$ cat config.mk
export PLATFORM = sky130hd
export DESIGN_NAME = bus_break_unit
export DESIGN_NICKNAME = d
export VERILOG_FILES = /design/src/rtl/bbu_pkg.sv /design/src/rtl/bbu_regs.sv /design/src/rtl/bbu_chan_cmp.sv /design/src/rtl/bbu_flags.sv /design/src/rtl/bus_break_unit.sv
export SDC_FILE = /design/constraint.sdc
export NUM_CORES = 1
export LEC_CHECK = 0
export ABC_AREA = 1
export BUFFER_PORTS_ARGS = -buffer_cell sky130_fd_sc_hd__buf_4
export CAP_MARGIN = 20
export CORE_MARGIN = 3
export CORE_UTILIZATION = 56
export DETAILED_ROUTE_END_ITERATION = 10
export PLACE_DENSITY = 0.78
export SLEW_MARGIN = 30
export SYNTH_ARGS = -nofsm -noshare
export SYNTH_HDL_FRONTEND = slang
export SYNTH_HIERARCHICAL = 1
export SYNTH_SLANG_ARGS = --single-unit
$ cat constraint.sdc
create_clock -name clk_i -period 2.38 [get_ports clk_i]
set_input_delay 0.476 -clock clk_i [delete_from_list [all_inputs] [get_ports clk_i]]
set_output_delay 0.476 -clock clk_i [all_outputs]
set_load 0.02 [all_outputs]
$ cat src/rtl/bbu_pkg.sv
package bbu_pkg;
  parameter int XLEN   = 32;
  parameter int ASID_W = 8;
  parameter int NCH    = 2;
  parameter int NBUS   = 2;   // 0 = local, 1 = internal
  parameter int DATA_CH = 1;  // channel with data compare
  parameter int RA_W   = 4;

  localparam logic [RA_W-1:0] OFS_ADDR  = 4'd0;
  localparam logic [RA_W-1:0] OFS_MASK  = 4'd1;
  localparam logic [RA_W-1:0] OFS_ASID  = 4'd2;
  localparam logic [RA_W-1:0] OFS_COND  = 4'd3;
  localparam logic [RA_W-1:0] REG_DATA  = 4'd8;
  localparam logic [RA_W-1:0] REG_DMASK = 4'd9;
  localparam logic [RA_W-1:0] REG_FLAGS = 4'd10;

  typedef struct packed {
    logic [1:0] dir;   // [0] read, [1] write
    logic [1:0] kind;  // [0] fetch, [1] data
    logic [1:0] bus;   // [0] local, [1] internal
  } cond_t;

  typedef struct packed {
    logic              valid;
    logic [XLEN-1:0]   addr;
    logic [XLEN-1:0]   data;
    logic [ASID_W-1:0] asid;
    logic              fetch;
    logic              write;
  } cyc_t;
endpackage

$ cat src/rtl/bbu_regs.sv
module bbu_regs
  import bbu_pkg::*;
(
  input  logic                  clk_i,
  input  logic                  rst_ni,
  input  logic                  we_i,
  input  logic [RA_W-1:0]       addr_i,
  input  logic [XLEN-1:0]       wdata_i,
  output logic [XLEN-1:0]       ch_addr_o [NCH],
  output logic [XLEN-1:0]       ch_mask_o [NCH],
  output logic [ASID_W-1:0]     ch_asid_o [NCH],
  output cond_t                 ch_cond_o [NCH],
  output logic [NCH-1:0]        cond_wr_o,
  output logic [XLEN-1:0]       data_o,
  output logic [XLEN-1:0]       dmask_o
);
  localparam int CW = $bits(cond_t);

  for (genvar c = 0; c < NCH; c++) begin : g_ch
    localparam logic [RA_W-1:0] BASE = RA_W'(c * 4);
    assign cond_wr_o[c] = we_i && addr_i == (BASE | OFS_COND);

    always_ff @(posedge clk_i or negedge rst_ni) begin
      if (!rst_ni) begin
        ch_addr_o[c] <= '0;
        ch_mask_o[c] <= '0;
        ch_asid_o[c] <= '0;
        ch_cond_o[c] <= '0;
      end else if (we_i) begin
        if (addr_i == (BASE | OFS_ADDR)) ch_addr_o[c] <= wdata_i;
        if (addr_i == (BASE | OFS_MASK)) ch_mask_o[c] <= wdata_i;
        if (addr_i == (BASE | OFS_ASID)) ch_asid_o[c] <= wdata_i[ASID_W-1:0];
        if (cond_wr_o[c])                ch_cond_o[c] <= cond_t'(wdata_i[CW-1:0]);
      end
    end
  end

  always_ff @(posedge clk_i or negedge rst_ni) begin
    if (!rst_ni) begin
      data_o  <= '0;
      dmask_o <= '0;
    end else if (we_i) begin
      if (addr_i == REG_DATA)  data_o  <= wdata_i;
      if (addr_i == REG_DMASK) dmask_o <= wdata_i;
    end
  end
endmodule

$ cat src/rtl/bbu_chan_cmp.sv
module bbu_chan_cmp
  import bbu_pkg::*;
#(
  parameter bit IS_IB    = 1'b0,
  parameter bit HAS_DATA = 1'b0
) (
  input  cyc_t              cyc_i,
  input  logic [XLEN-1:0]   bar_i,
  input  logic [XLEN-1:0]   bam_i,
  input  logic [ASID_W-1:0] asid_i,
  input  cond_t             cond_i,
  input  logic [XLEN-1:0]   bdr_i,
  input  logic [XLEN-1:0]   bdm_i,
  input  logic              hold_i,
  output logic              hit_o
);
  logic [XLEN-1:0] eff_addr;
  logic bus_ok, kind_ok, dir_ok, addr_ok, asid_ok, data_ok;

  // internal-bus fetches are longword transfers
  assign eff_addr = (IS_IB && cyc_i.fetch) ? {cyc_i.addr[XLEN-1:2], 2'b00} : cyc_i.addr;

  assign bus_ok  = IS_IB ? cond_i.bus[1] : cond_i.bus[0];
  assign kind_ok = cyc_i.fetch ? cond_i.kind[0] : cond_i.kind[1];
  assign dir_ok  = cyc_i.write ? cond_i.dir[1]  : cond_i.dir[0];
  assign addr_ok = ((eff_addr ^ bar_i) & ~bam_i) == '0;
  assign asid_ok = cyc_i.asid == asid_i;
  assign data_ok = HAS_DATA ? (((cyc_i.data ^ bdr_i) & ~bdm_i) == '0) : 1'b1;

  assign hit_o = cyc_i.valid && !hold_i && bus_ok && kind_ok && dir_ok
              && addr_ok && asid_ok && data_ok;
endmodule

$ cat src/rtl/bbu_flags.sv
module bbu_flags
  import bbu_pkg::*;
(
  input  logic                  clk_i,
  input  logic                  rst_ni,
  input  logic [NCH-1:0]        hit_i [NBUS],
  input  logic                  clr_we_i,
  input  logic [NBUS*NCH-1:0]   keep_i,
  output logic [NCH-1:0]        flag_o [NBUS],
  output logic                  req_o
);
  logic any_hit;

  always_comb begin
    any_hit = 1'b0;
    for (int b = 0; b < NBUS; b++) any_hit = any_hit | (|hit_i[b]);
  end

  for (genvar b = 0; b < NBUS; b++) begin : g_bus
    always_ff @(posedge clk_i or negedge rst_ni) begin
      if (!rst_ni) flag_o[b] <= '0;
      else flag_o[b] <= (clr_we_i ? (flag_o[b] & keep_i[b*NCH +: NCH]) : flag_o[b])
                        | hit_i[b];
    end
  end

  always_ff @(posedge clk_i or negedge rst_ni) begin
    if (!rst_ni) req_o <= 1'b0;
    else         req_o <= any_hit;
  end
endmodule

$ cat src/rtl/bus_break_unit.sv
module bus_break_unit
  import bbu_pkg::*;
(
  input  logic              clk_i,
  input  logic              rst_ni,
  input  logic              reg_we_i,
  input  logic [RA_W-1:0]   reg_addr_i,
  input  logic [XLEN-1:0]   reg_wdata_i,
  input  logic              lb_valid_i,
  input  logic [XLEN-1:0]   lb_addr_i,
  input  logic [XLEN-1:0]   lb_data_i,
  input  logic [ASID_W-1:0] lb_asid_i,
  input  logic              lb_fetch_i,
  input  logic              lb_write_i,
  input  logic              ib_valid_i,
  input  logic [XLEN-1:0]   ib_addr_i,
  input  logic [XLEN-1:0]   ib_data_i,
  input  logic [ASID_W-1:0] ib_asid_i,
  input  logic              ib_fetch_i,
  input  logic              ib_write_i,
  output logic              brk_req_o,
  output logic [NCH-1:0]    flag_lb_o,
  output logic [NCH-1:0]    flag_ib_o
);
  logic [XLEN-1:0]   ch_addr [NCH];
  logic [XLEN-1:0]   ch_mask [NCH];
  logic [ASID_W-1:0] ch_asid [NCH];
  cond_t             ch_cond [NCH];
  logic [NCH-1:0]    cond_wr;
  logic [XLEN-1:0]   bdr, bdm;
  cyc_t              cyc [NBUS];
  logic [NCH-1:0]    hit [NBUS];
  logic [NCH-1:0]    flag [NBUS];

  assign cyc[0] = '{valid: lb_valid_i, addr: lb_addr_i, data: lb_data_i,
                    asid: lb_asid_i, fetch: lb_fetch_i, write: lb_write_i};
  assign cyc[1] = '{valid: ib_valid_i, addr: ib_addr_i, data: ib_data_i,
                    asid: ib_asid_i, fetch: ib_fetch_i, write: ib_write_i};

  bbu_regs u_regs (
    .clk_i, .rst_ni,
    .we_i      (reg_we_i),
    .addr_i    (reg_addr_i),
    .wdata_i   (reg_wdata_i),
    .ch_addr_o (ch_addr),
    .ch_mask_o (ch_mask),
    .ch_asid_o (ch_asid),
    .ch_cond_o (ch_cond),
    .cond_wr_o (cond_wr),
    .data_o    (bdr),
    .dmask_o   (bdm)
  );

  for (genvar b = 0; b < NBUS; b++) begin : g_bus
    for (genvar c = 0; c < NCH; c++) begin : g_ch
      bbu_chan_cmp #(
        .IS_IB    (b == 1),
        .HAS_DATA (c == DATA_CH)
      ) u_cmp (
        .cyc_i  (cyc[b]),
        .bar_i  (ch_addr[c]),
        .bam_i  (ch_mask[c]),
        .asid_i (ch_asid[c]),
        .cond_i (ch_cond[c]),
        .bdr_i  (bdr),
        .bdm_i  (bdm),
        .hold_i (cond_wr[c]),
        .hit_o  (hit[b][c])
      );
    end
  end

  bbu_flags u_flags (
    .clk_i, .rst_ni,
    .hit_i    (hit),
    .clr_we_i (reg_we_i && reg_addr_i == REG_FLAGS),
    .keep_i   (reg_wdata_i[NBUS*NCH-1:0]),
    .flag_o   (flag),
    .req_o    (brk_req_o)
  );

  assign flag_lb_o = flag[0];
  assign flag_ib_o = flag[1];
endmodule

Word-level counts from Yosys, hierarchy flattened
Index checks and enable logic that the tools add are counted.
W data, S select, Z words.
{"block": "classes", "eq_ne": 14, "n_mux": 11, "n_bitwise": 20, "n_reduce_logical": 50}
{"cell": "$and A32 B32 Y32", "count": 6}
{"cell": "$logic_not A32 Y1", "count": 6}
{"cell": "$xor A32 B32 Y32", "count": 6}
{"cell": "$not A32 Y32", "count": 3}
{"cell": "$eq A8 B8 Y1", "count": 4}
{"cell": "$logic_and A1 B1 Y1", "count": 29}
{"cell": "$reduce_and A2 Y1", "count": 10}
{"cell": "$eq A4 B3 Y1 const B", "count": 4}
{"cell": "$eq A4 B4 Y1 const B", "count": 3}
{"cell": "$eq A4 B2 Y1 const B", "count": 2}
{"cell": "$mux W1", "count": 8}
{"cell": "$mux W2", "count": 3}
{"cell": "$and A2 B2 Y2", "count": 2}
{"cell": "$eq A4 B1 Y1 const B", "count": 1}
{"cell": "$logic_not A4 Y1", "count": 1}
{"cell": "$or A2 B2 Y2", "count": 2}
{"cell": "$reduce_or A2 Y1", "count": 2}
{"cell": "$logic_not A1 Y1", "count": 2}
{"cell": "$or A1 B1 Y1", "count": 1}
{"block": "word_totals", "reg_bits": 225, "in_bits": 189, "output_inout_bits": 5}

Depth between registers and ports, before layout
Gate-level depths: netlist of the first run.
{"block": "depth", "ltp_word": 12, "mapped_depth": 14}

Cells and area by module
Netlist of the first run, hierarchy kept.
{"module": "bbu_regs", "instances": 1, "cells_per_inst": 1017, "area_per_inst_um2": 8957.3, "seq_area_each_um2": 5505.3}
{"module": "bbu_chan_cmp (g_bus[0].g_ch[1].u_cmp)", "instances": 1, "cells_per_inst": 379, "area_per_inst_um2": 1662.8, "seq_area_each_um2": 0.0}
{"module": "bbu_chan_cmp (g_bus[1].g_ch[1].u_cmp)", "instances": 1, "cells_per_inst": 372, "area_per_inst_um2": 1620.3, "seq_area_each_um2": 0.0}
{"module": "bbu_chan_cmp (g_bus[0].g_ch[0].u_cmp)", "instances": 1, "cells_per_inst": 208, "area_per_inst_um2": 930.9, "seq_area_each_um2": 0.0}
{"module": "bbu_chan_cmp (g_bus[1].g_ch[0].u_cmp)", "instances": 1, "cells_per_inst": 205, "area_per_inst_um2": 868.3, "seq_area_each_um2": 0.0}
{"module": "bbu_flags", "instances": 1, "cells_per_inst": 27, "area_per_inst_um2": 209.0, "seq_area_each_um2": 125.1}
{"module": "bus_break_unit", "instances": 1, "cells_per_inst": 5, "area_per_inst_um2": 27.5, "seq_area_each_um2": 0.0}

Least setup slack after synthesis of the first run
OpenSTA, ideal clock, no wires.
{"block": "synth_path", "path_type": "input to register", "start": "in reg_addr_i[3]", "end": "reg u_flags.req_o", "setup_ns": 0.125, "arrival_ns": 1.688, "setup_slack_ns": 0.566, "stages": 13, "cell_sequence": "nor2_2 buf_2 nand3_1 inv_1 nor2_1 nand2_1 nor2_1 nand3_1 nor2_1 nand3_1 nor2_1 nor2_1 nand3_1"}
{"element": "from (decl)", "line": "bus_break_unit.sv:7", "text": "input logic [RA_W-1:0] reg_addr_i,"}
{"element": "to (signal assigned)", "line": "bbu_flags.sv:29", "text": "else req_o <= any_hit;"}
{"element": "to (decl)", "line": "bbu_flags.sv:10", "text": "output logic req_o"}

==> results of run 1 <==
cell type report:
class                   count  area (sq um)
repair buffers            229          1792
inverters                 348          1306
well taps                 324         405.4
flip-flops and latches    225          5630
multi-input cells        1564          7052
clock buffers              35         723.2
fillers                  2127          7655
diodes                      2         5.005
clock inverters             6         107.6
kinds of logic (layout without fill, tap and decap cells):
group / after synthesis / count (layout)
simple gates: 1434 / 1434
flops: 225 / 225
xor+xnor: 24 / 24
other cells: 0 / 2
buf+inv: 424 / 618
compound gates: 106 / 106
critical path, cell delays in order (launching register included):
cell and delay (ps):
dfrtp_1 410, or2_0 220, nand2_1 90, nand2_1 50, nor2_1 230, nand2_1 80
nor2_1 90, nand3_1 190, nor2_1 140, inv_1 60, nand3_1 70
Yosys cell counts, drive strengths merged:
library cell    n  share of area
nand3b         71          0.037
xnor2          22          0.013
o21ai          27         0.0095
clkinv          5         0.0013
dfrtp         225           0.39
nand2         939           0.25
nand4          89          0.039
clkbuf         50          0.013
nand3         138          0.049
inv           343          0.090
nor2          166          0.045
o21bai         44          0.023
or2            30          0.013
a21oi          34          0.012
and3            1        0.00044
o22ai           1        0.00044
buf            26         0.0089
xor2            2         0.0012
metal layers:
layer	vias to the layer above	part of all wire	track usage
li1	7128	-	-
met1	6754	0.41	0.4564
met2	711	0.44	0.5003
met3	119	0.11	0.07436
met4	4	0.044	0.1295
met5	-	0.00086	0.008696
flip-flops by register name (all words and copies together), names as in the netlist:
| name | cells |
|---|---|
| u_regs/ch_mask_o | 64 |
| u_regs/data_o | 32 |
| u_flags/flag_o | 4 |
| u_regs/dmask_o | 32 |
| u_flags/req_o | 1 |
| u_regs/ch_addr_o | 64 |
| u_regs/ch_cond_o | 12 |
| u_regs/ch_asid_o | 16 |
path summary, 6_finish.rpt:
| check | to | slack, ps | cells past startpoint |
|---|---|---|---|
| hold reg to reg | u_regs/ch_mask_o[35]$_DFFE_PN0P_ | 480 | 2 |
| hold / removal | u_regs/data_o[8]$_DFFE_PN0P_ | 200 | 3 |
| setup / recovery | u_flags/req_o$_DFF_PN0_ | 680 | 10 |
| setup reg to reg | u_flags/req_o$_DFF_PN0_ | 680 | 10 |
| max in group asynchronous | u_regs/ch_addr_o[16]$_DFFE_PN0P_ | 1160 | 3 |
| min in group asynchronous | u_regs/dmask_o[6]$_DFFE_PN0P_ | 470 | 2 |
per-stage QoR:
step                      cell area, sq um  worst slack, ps  utilization  instances  power [W]
final                                17020            675.0       0.6898       2733    0.01296
after global routing                 17020            559.3       0.6898       2733    0.01375
after CTS                            17020            729.0       0.6896       2731    0.01292
after detailed placement             16180            358.0       0.6555       2689   0.008938
after global placement               16180            371.8       0.6555       2689   0.008794
after floorplan                      14280            566.3            -       2213   0.007517
power groups by stage:
stage | registers (W) | logic, W | clock network, W
after global placement | 0.00541 | 0.00339 | 0
after CTS | 0.00539 | 0.00353 | 0.00401
after global routing | 0.00554 | 0.00403 | 0.00418
after floorplan | 0.00524 | 0.00227 | 0
final | 0.00540 | 0.00358 | 0.00397
after detailed placement | 0.00544 | 0.00350 | 0
repair_timing:
action | 4_1_cts | 5_1_grt
hold buffers | 1 | 0
endpoints found under the hold margin | 54 | 0
gates resized for setup | 0 | 0
==> flow_summary.yaml, run 1 <==
setup_path:
  worstReg2RegStart: "u_regs/ch_addr_o[6]$_DFFE_PN0P_"
  worstSetupPathType: "reg -> reg"
  cp_data_arrival_time_ps: 2160
  crit_path_start: "u_regs/ch_addr_o[6]$_DFFE_PN0P_"
  cp-start-kind: "flip-flop"
  required_ps: 2830
  end_kind: "flip-flop"
  crit_fanout: 5
global_route:
  gr-usage-all-layers: 0.3277
  grt_pass1_vias: 13659
  grt_overflow: 0
  antenna_found_initial: 3
  grt_max_degree: 60
  grt_pass1_wl_microns: 72470
job:
  cap_violations: 0
routing:
  wl_per_cell_microns: 16.96
  drt_wl_total_microns: 46350
  viasPerCell: 5.385
  drcViolationCount: 0
  vias: 14716
  firstDrtPassIters: 5
  ant_nets: 0
  drt_iter0_markers: 1237
sta:
  hold_ws_ps: 200.9
  hold_viol: 0
  rsz0062_at_grt: "false"
  setup_violations: 0
  fin_setup_tns_ps: 0
  min_period_ps: 1705
  fmax_mhz: 586.5
  tightestPinTransition_ps: 516.5
  slew_headroom: 0.6549
  min_period_over_period: 0.7164
  final_max_slew_viol_count: 0
  fin_worst_skew_ps: 5.947
power:
  pwr-share-comb: 0.276
  seqPwrFrac: 0.417
  p_leak_nw: 9.571
  netSwitchingPower_w: 0.004480
  p_per_area_nw_per_um2: 761.3
  swShare: 0.3457
  vdd_drop_max_v: 0.0004931
  internal-power_w: 0.008478
  p_clk_frac: 0.306
synthesis:
  synth_seq_cells: 225
  synthCells: 2213
  syn_nets: 2402
  synth_top_family_by_area: "simple AND/OR/NAND/NOR gates"
  synth-compound-area-share: 0.04496
  synth_seq_area_share: 0.3944
  synth.avg_cell_area_sq_um: 6.451
  synth-xor-area-share: 0.01472
  syn-cell-area_sq_um: 14280
  synthMuxAreaShare: 0
  synth.distinct_cells: 27
  yosysWarnings: 6
  synthAdderAreaFrac: 0
  yosys.area_share.simple: 0.4322
cts:
  root_buffer: "clkbuf_16"
  path_clk_slew_ps: 60
  clock_path_buffers: 3
  cts_sinks: 225
  cts-buffers-inserted: 25
  clkLatencyLatePin_ps: 520
  post-cts-setup-buffer-count: 0
  ctsHtreeMaxLevel: 1
  cts_tree: "yes"
cells_and_area:
  final_common_cell: "nand2_1"
  area_growth_pct: 19.23
  layout-drive-gt1-share: 0.1209
  mostFrequentLayoutCells: "936 x nand2_1, 339 x inv_1, 225 x dfrtp_1"
  nets: 2582
floorplanning:
  die_h_microns: 165.7
  dieArea_sq_um: 27440
  initial_core_util: 0.5785
  fp.coreArea_sq_um: 24680
  rows: 57
  boundaryPins: 194
  die_w_microns: 165.7
placed_design:
  numPortBuffers: 193
  dp_hpwl_microns: 33680
  place.gp.congestion: 0.9408
min_path:
  hold_class: "in -> reg"
  min-delay-start: "reg_wdata_i[8]"
outcome:
  status: "complete, no violations"
No activity file was read; power rests on OpenSTA's default activity.
==> run 2, diff against run 1 <==
==> constraint.sdc (replaced) <==
create_clock -name clk_i -period 1.6 [get_ports clk_i]
set_input_delay 0.32 -clock clk_i [delete_from_list [all_inputs] [get_ports clk_i]]
set_output_delay 0.32 -clock clk_i [all_outputs]
set_load 0.02 [all_outputs]
==> run 2 against run 1 <==
  * Global-route usage is 1.3 points higher
  * Non-clock buffer count is 36 higher
  * Highest routed layer is now met4
  * Register-to-register slack worse by 720 ps
  * Critical path type unchanged
  * Largest power group unchanged
  * The flow now finishes with violations (setup timing)
==> flow_summary.yaml, run 2 (same netlist as run 1, synthesis figures left out) <==
floorplanning:
  rows: 57
  dieArea_sq_um: 27440
  boundaryPins: 194
  die_h_microns: 165.7
  fp.coreArea_sq_um: 24680
  initial_core_util: 0.5785
  die_w_microns: 165.7
cts:
  ctsHtreeMaxLevel: 1
  cts_sinks: 225
  clkLatencyLatePin_ps: 520
  cts-buffers-inserted: 25
  path_clk_slew_ps: 60
  cts_tree: "yes"
  clock_path_buffers: 3
  root_buffer: "clkbuf_16"
sta:
  slew_headroom: 0.6633
  min_period_over_period: 1.026
  postLayoutSetupSlackWorst_ps: -41.95
  fmax_mhz: 609.0
  final_max_slew_viol_count: 0
  setup_violations: 2
  fin_worst_skew_ps: 5.253
  hold_ws_ps: 47.50
  tightestPinTransition_ps: 505.1
  min_period_ps: 1642
  hold_viol: 0
  rsz0062_at_grt: "true"
global_route:
  grt_pass1_vias: 14277
  antenna_found_initial: 1
  grt_max_degree: 65
  grt_pass1_wl_microns: 75500
  grt_overflow: 0
  gr-usage-all-layers: 0.3404
setup_path:
  slowest_stage: "dfrtp_1"
  crit_fanout: 5
  reg2reg_depth: 9
  cp-start-kind: "flip-flop"
  r2r-end: "u_flags/req_o$_DFF_PN0_"
  cp_data_arrival_time_ps: 2100
  rrSetupSlack_ps: -40
  crit_chain: "inv_1 -> nand2_1 -> nand3b_1 -> nand4_1 -> nor2_2 -> nand3_1 -> nor2_2 -> inv_1 -> nand3_1"
  end_kind: "flip-flop"
  worstReg2RegStart: "u_regs/data_o[25]$_DFFE_PN0P_"
  worstSetupPathType: "reg -> reg"
  path_depth: 9
  crit_end: "u_flags/req_o$_DFF_PN0_"
  crit_path_start: "u_regs/data_o[25]$_DFFE_PN0P_"
  required_ps: 2060
  slowest_delay_ps: 420
  crit_buf_inv: 2
  crit_family: "simple AND/OR/NAND/NOR gates"
power:
  vdd_drop_max_v: 0.0007945
  p_per_area_nw_per_um2: 1131
  p_leak_nw: 9.823
routing:
  vias: 15163
  drcViolationCount: 0
  viasPerCell: 5.472
  ant_nets: 0
  wl_per_cell_microns: 17.64
  firstDrtPassIters: 8
  drt_iter0_markers: 1822
  drt_wl_total_microns: 48880
cells_and_area:
  mostFrequentLayoutCells: "931 x nand2_1, 339 x inv_1, 248 x buf_4"
  final_common_cell: "nand2_1"
  fill_cells: 2171
  reg.largest.list: "u_regs/ch_addr_o: 64 flops, u_regs/ch_mask_o: 64 flops"
  nets: 2618
  area_growth_pct: 22.73
  layout-drive-gt1-share: 0.1431
  fin_util: 0.7100
outcome:
  violations: "setup timing"
  status: "finished with violations"
min_path:
  hold_class: "in -> reg"
placed_design:
  numPortBuffers: 193
  dp_hpwl_microns: 34780
  place.gp.congestion: 0.9648
job:
  cap_violations: 0
## run 2: changes by cell type in the layout (fill, tap and decap cells not counted), sizes merged
cell / delta
diode: -1
clkinvlp: -1
clkbuf: +6
buf: +36
bufinv: -1
clkinv: -1
## run 2: through the flow
step / total power, W / TNS (ps) / instances / instance area [sq um] / setup slack (ps)
CTS: 0.01959 / 0 / 2762 / 17400 / 5.548
detailed placement: 0.01348 / -679.2 / 2717 / 16510 / -191.4
finish: 0.01982 / -66.70 / 2771 / 17520 / -41.95
global placement: 0.01322 / -626.0 / 2717 / 16510 / -179.9
floorplan: 0.01118 / 0 / 2213 / 14280 / 5.146
global route: 0.02090 / -98.62 / 2771 / 17520 / -47.00
## run 2: worst min path at each step
stage / start / to / slack [ps] / cells past startpoint
2_1_floorplan: rst_ni / u_flags/flag_o[0]$_DFF_PN0_ / 20 / 0
3_3_place_gp: rst_ni / u_regs/data_o[10]$_DFFE_PN0P_ / 210 / 1
3_5_place_dp: rst_ni / u_regs/data_o[10]$_DFFE_PN0P_ / 210 / 1
4_1_cts: reg_wdata_i[23] / u_regs/data_o[23]$_DFFE_PN0P_ / 40 / 3
5_1_grt: reg_wdata_i[23] / u_regs/data_o[23]$_DFFE_PN0P_ / 60 / 3
6_report: reg_wdata_i[23] / u_regs/data_o[23]$_DFFE_PN0P_ / 50 / 3
## run 2: power by group
part	leakage, nW	switching, W	internal [W]	total, W
combinational	6.55	0.00337	0.00233	0.00569
clock	0.431	0.00236	0.00373	0.00609
sequential	2.84	0.00118	0.00686	0.00804
total	9.82	0.00691	0.0129	0.0198
## run 2: worst min-delay path, stage by stage
cell and delay [ps]:
buf_4 120, nand2_1 50, nand2_1 50
## run 2: final cells by class
cell class | instances | area, sq um | area share
clock inverters | 3 | 65.06 | 0.003713
inverters | 348 | 1306 | 0.07456
repair buffers | 265 | 2187 | 0.1248
clock buffers | 41 | 805.8 | 0.04599
diodes | 1 | 2.502 | 0.0001428
well taps | 324 | 405.4 | 0.02314
flip-flops and latches | 225 | 5632 | 0.3214
multi-input cells | 1564 | 7117 | 0.4062
## run 2: layer usage
| metal | wire [microns] | global-route usage | vias to the layer above |
|---|---|---|---|
| met5 | 0 | 0 | - |
| li1 | - | - | 7205 |
| met4 | 2213 | 0.1360 | 0 |
| met1 | 19110 | 0.4684 | 7004 |
| met2 | 22470 | 0.5479 | 811 |
| met3 | 5082 | 0.04790 | 143 |
## run 2: what timing repair did
item / CTS / global route
setup endpoints to repair: 3 / 4
pin swaps: 2 / 24
gates cloned: 0 / 0
buffers inserted: 0 / 9
hold buffers: 1 / 0
hold endpoints to repair: 112 / 0
resized for setup: 3 / 22
